==> src/rtl/gpio_port_ctrl.sv <==
module gpio_port_ctrl #(
  parameter int W  = 8,
  parameter int AW = 3
) (
  input  logic          clk,
  input  logic          rst_n,
  input  logic          bus_wr,
  input  logic [AW-1:0] bus_addr,
  input  logic [W-1:0]  bus_wdata,
  output logic [W-1:0]  bus_rdata,
  input  logic [W-1:0]  pad_in,
  output logic [W-1:0]  pad_out,
  output logic [W-1:0]  pad_oe,
  output logic [W-1:0]  pad_pull_en,
  input  logic [W-1:0]  alt_out,
  input  logic [W-1:0]  alt_oe,
  output logic          irq
);
  localparam logic [AW-1:0] A_DIR  = AW'(0);
  localparam logic [AW-1:0] A_OUT  = AW'(1);
  localparam logic [AW-1:0] A_IN   = AW'(2);
  localparam logic [AW-1:0] A_FSEL = AW'(3);
  localparam logic [AW-1:0] A_EDGE = AW'(4);
  localparam logic [AW-1:0] A_IEN  = AW'(5);
  localparam logic [AW-1:0] A_FLAG = AW'(6);
  localparam logic [AW-1:0] A_PULL = AW'(7);

  logic [W-1:0] dir_q, out_q, fsel_q, edge_q, ien_q, flag_q, pull_q;
  logic [W-1:0] sync1_q, sync2_q, prev_q;
  logic [W-1:0] rise, fall, hit, clr;

  assign rise = sync2_q & ~prev_q;
  assign fall = ~sync2_q & prev_q;
  assign hit  = (rise & ~edge_q) | (fall & edge_q);
  assign clr  = (bus_wr && bus_addr == A_FLAG) ? bus_wdata : '0;

  always_ff @(posedge clk or negedge rst_n) begin
    if (!rst_n) begin
      sync1_q <= '0;
      sync2_q <= '0;
      prev_q  <= '0;
    end else begin
      sync1_q <= pad_in;
      sync2_q <= sync1_q;
      prev_q  <= sync2_q;
    end
  end

  always_ff @(posedge clk or negedge rst_n) begin
    if (!rst_n) begin
      dir_q  <= '0;
      out_q  <= '0;
      fsel_q <= '0;
      edge_q <= '0;
      ien_q  <= '0;
      pull_q <= '0;
    end else if (bus_wr) begin
      case (bus_addr)
        A_DIR:   dir_q  <= bus_wdata;
        A_OUT:   out_q  <= bus_wdata;
        A_FSEL:  fsel_q <= bus_wdata;
        A_EDGE:  edge_q <= bus_wdata;
        A_IEN:   ien_q  <= bus_wdata;
        A_PULL:  pull_q <= bus_wdata;
        default: ;
      endcase
    end
  end

  always_ff @(posedge clk or negedge rst_n) begin
    if (!rst_n) flag_q <= '0;
    else        flag_q <= (flag_q & ~clr) | hit;
  end

  always_comb begin
    case (bus_addr)
      A_DIR:   bus_rdata = dir_q;
      A_OUT:   bus_rdata = out_q;
      A_IN:    bus_rdata = sync2_q;
      A_FSEL:  bus_rdata = fsel_q;
      A_EDGE:  bus_rdata = edge_q;
      A_IEN:   bus_rdata = ien_q;
      A_FLAG:  bus_rdata = flag_q;
      default: bus_rdata = pull_q;
    endcase
  end

  genvar i;
  generate
    for (i = 0; i < W; i++) begin : g_pin
      assign pad_out[i] = fsel_q[i] ? alt_out[i] : out_q[i];
      assign pad_oe[i]  = fsel_q[i] ? alt_oe[i]  : dir_q[i];
    end
  endgenerate

  assign pad_pull_en = pull_q;
  assign irq         = |(flag_q & ien_q);
endmodule

==> config.mk <==
export PLATFORM = sky130hd
export DESIGN_NAME = gpio_port_ctrl
export DESIGN_NICKNAME = d
export VERILOG_FILES = /design/src/rtl/gpio_port_ctrl.sv
export SDC_FILE = /design/constraint.sdc
export NUM_CORES = 1
export LEC_CHECK = 0
export BUFFER_PORTS_ARGS = -buffer_cell sky130_fd_sc_hd__buf_2
export CORE_MARGIN = 4
export CORE_UTILIZATION = 48
export DETAILED_ROUTE_END_ITERATION = 16
export PLACE_DENSITY = 0.75
export SLEW_MARGIN = 20
export SYNTH_ARGS = -nofsm -noshare
export SYNTH_HDL_FRONTEND = slang
export SYNTH_SLANG_ARGS = --single-unit
==> constraint.sdc <==
create_clock -name clk -period 3.3 [get_ports clk]
set_clock_uncertainty 0.2 [all_clocks]
set_input_delay 0.495 -clock clk [delete_from_list [all_inputs] [get_ports clk]]
set_output_delay 0.495 -clock clk [all_outputs]
set_load 0.005 [all_outputs]
==> reports/metrics.yaml <==
clock_network:
  hold_buffers: 0
  clk_transition_reported_paths_ns: 0.07
  worstSkewPairLatency_ns: 0.34
  root_buffer: "clkbuf_8"
  post-cts-setup-buffer-count: 0
  cts_buffers: 9
  clock_sinks: 80
  cts_tree: "yes"
  h-tree-depth: 3
  cts_buffer_depth: 2
  cts_resized: 0
routing:
  wl_mm: 8.547
  wl_per_cell_um: 18.70
  first_pass_iters: 4
  drt_iter0_drc: 189
  antenna_left: 0
  drc: 0
  via_count: 2624
  viasPerCell: 5.742
global_route:
  grt_usage: 0.2006
  grt.overflow.total: 0
  grt_max_degree: 81
  first_global_vias: 2601
  grt_pass1_wl_mm: 13.61
  antenna_found_initial: 0
timing:
  fin_crit_ns: 2.614
  setup_viol: 0
  setup_slack_ns: 0.6865
  grt_setup_unrepaired: "false"
  setup_tns_ns: 0
  period_share: 0.7920
  hold_violations: 0
  worst_slew_pin_slew_ns: 0.9794
  slew_headroom: 0.3470
  fmax_mhz: 382.6
  slew_viol_final: 0
place:
  hpwl_mm: 5.898
  place_worst_setup_slack_ns: 0.7100
  portBuffers: 70
  routabilityCongestion: 0.8231
setup_path:
  crit_chain: "buf_2, nor2b_1, a221oi_1, a31oi_1, o22a_1, buf_2"
  crit_top_cell: "buf_2"
  slowest_stage: "nor2b_1"
  end_kind: "output pin"
  required_ns: 2.60
  start_kind: "input pin"
  crit_path_max_fanout: 19
  critPathKind: "input pin to output pin"
  slowest_delay_ns: 0.51
  worst_ep_arrival_time_ns: 1.92
power:
  leakagePower_nw: 1.892
  ir_worst_vdd_mv: 0.3454
  powerDensity_nw_per_um2: 586.2
floorplanning:
  die_x_um: 95.28
  core-area_um2: 7331
  initial_core_util: 0.4987
  die_h_um: 95.28
  io_pins: 71
  die-area_um2: 9077
  rows: 31
synth:
  ys_types: 35
  synth_area_leaders: "dfrtp_1 (55%), mux2_2 (17%), mux2_4 (3.3%)"
  ys_seq_area_frac: 0.5476
  syn_inst: 280
  synth-seq-cells: 80
  syn-mean-instance-area_um2: 13.06
  synth_nets: 318
  synth_top_cell_by_area: "dfrtp_1"
  syn_area_um2: 3656
  ys.warnings.count: 0
  yosysTopAreaCellShare: 0.5476
layout:
  diodes: 0
  drive_gt1_frac: 0.4441
  syn_to_final_growth_pct: 16.67
  layout.nets: 391
  n_fill_cell: 622
run:
  cap_violations: 0
outcome:
  status: "complete, no violations"
hold_path:
  hold_path.class: "input pin to flip-flop"
[area by class of cell]
type	instances	area (um^2)	area share
timing repair buffer	73	375.4	0.08800
sequential	80	2002	0.4693
clock buffer	13	158.9	0.03725
multi-input combinational	189	1565	0.3670
tap	99	123.9	0.02904
clock inverter	3	40.04	0.009387
[power breakdown]
part	internal (W)	switching (W)	total, W
clock	0.000389	0.000326	0.000716
combinational	0.000300	0.000201	0.000501
sequential	0.00114	0.000148	0.00128
total	0.00183	0.000675	0.00250
[routing by layer]
metal / vias to the layer above / share of wire / global-route usage
met5: - / 0 / 0
met4: 0 / 0.011 / 0.05769
met3: 8 / 0.069 / 0.04657
met2: 85 / 0.49 / 0.3201
met1: 1326 / 0.43 / 0.2744
li1: 1205 / - / -
[worst paths after layout]
path	startpoint	to	slack, ns	cells after the start
max	bus_addr[0]	bus_rdata[1]	0.69	6
min	pad_in[7]	sync1_q[7]	0.05	1
max reg2reg	edge_q[7]	flag_q[7]	2.21	3
min reg2reg	sync1_q[7]	sync2_q[7]	0.15	0
max in group asynchronous	rst_n	fsel_q[0]	2.16	1
min in group asynchronous	rst_n	out_q[6]	0.11	1
[Yosys cell counts (all sizes together)]
library cell   n
nor3           3
mux2          64
nand4b         1
nor2          22
and2           1
o22a           7
or2            1
a221o          8
mux2i          3
nand4          2
nand2b         3
a311oi         1
dfrtp         80
a211oi         2
o221ai         1
a22oi         10
a31oi          6
buf           10
a21oi          7
clkbuf         1
nor2b          4
nand3          2
nand2         26
nor4bb         1
a221oi        12
o21ai          2
[flip-flops by register name, summed over array words and instances (netlist names)]
name         count
flag_q           8
ien_q            8
fsel_q           8
prev_q           8
edge_q           8
out_q            8
pad_pull_en      8
dir_q            8
sync2_q          8
sync1_q          8
[logic make-up (layout without fill, tap and decap cells)]
kind of cell / after synthesis / in the layout / share of synthesized area
buffers and inverters: 11 / 89 / 0.02430
AND/OR/NAND/NOR: 66 / 66 / 0.09514
flip-flops: 80 / 80 / 0.5476
AO/OA/AOI/OAI: 56 / 56 / 0.1194
multiplexers: 67 / 67 / 0.2136
[cell usage in the layout (no fill, tap or decap), drive strengths merged, types with 6 or more instances in the layout]
master,Yosys,layout
a21oi,7,7
a221o,8,8
a221oi,12,12
a22oi,10,10
a31oi,6,6
buf,10,73
clkbuf,1,13
dfrtp,80,80
mux2,64,64
nand2,26,26
nor2,22,22
o22a,7,7
[worst max-delay path, delay by kind of cell]
kind | cells | cell delay (ns)
AOI/OAI and AO/OA | 3 | 0.52
and+or+nand+nor | 1 | 0.51
buffers and inverters | 2 | 0.38
[through the flow]
| stage | power (W) | area (um^2) | utilization | hold slack (ns) | std cells |
|---|---|---|---|---|---|
| finish | 0.002500 | 4265 | 0.5818 | 0.05340 | 457 |
| CTS | 0.002521 | 4265 | 0.5818 | 0.04096 | 457 |
| floorplan | 0.001586 | 3656 | - | -0.0005910 | 280 |
| global route | 0.002631 | 4265 | 0.5818 | 0.03079 | 457 |
| detailed placement | 0.001807 | 4066 | 0.5547 | 0.1364 | 441 |
| global placement | 0.001788 | 4066 | 0.5547 | 0.1322 | 441 |
No activity file was read; power rests on OpenSTA's default activity.
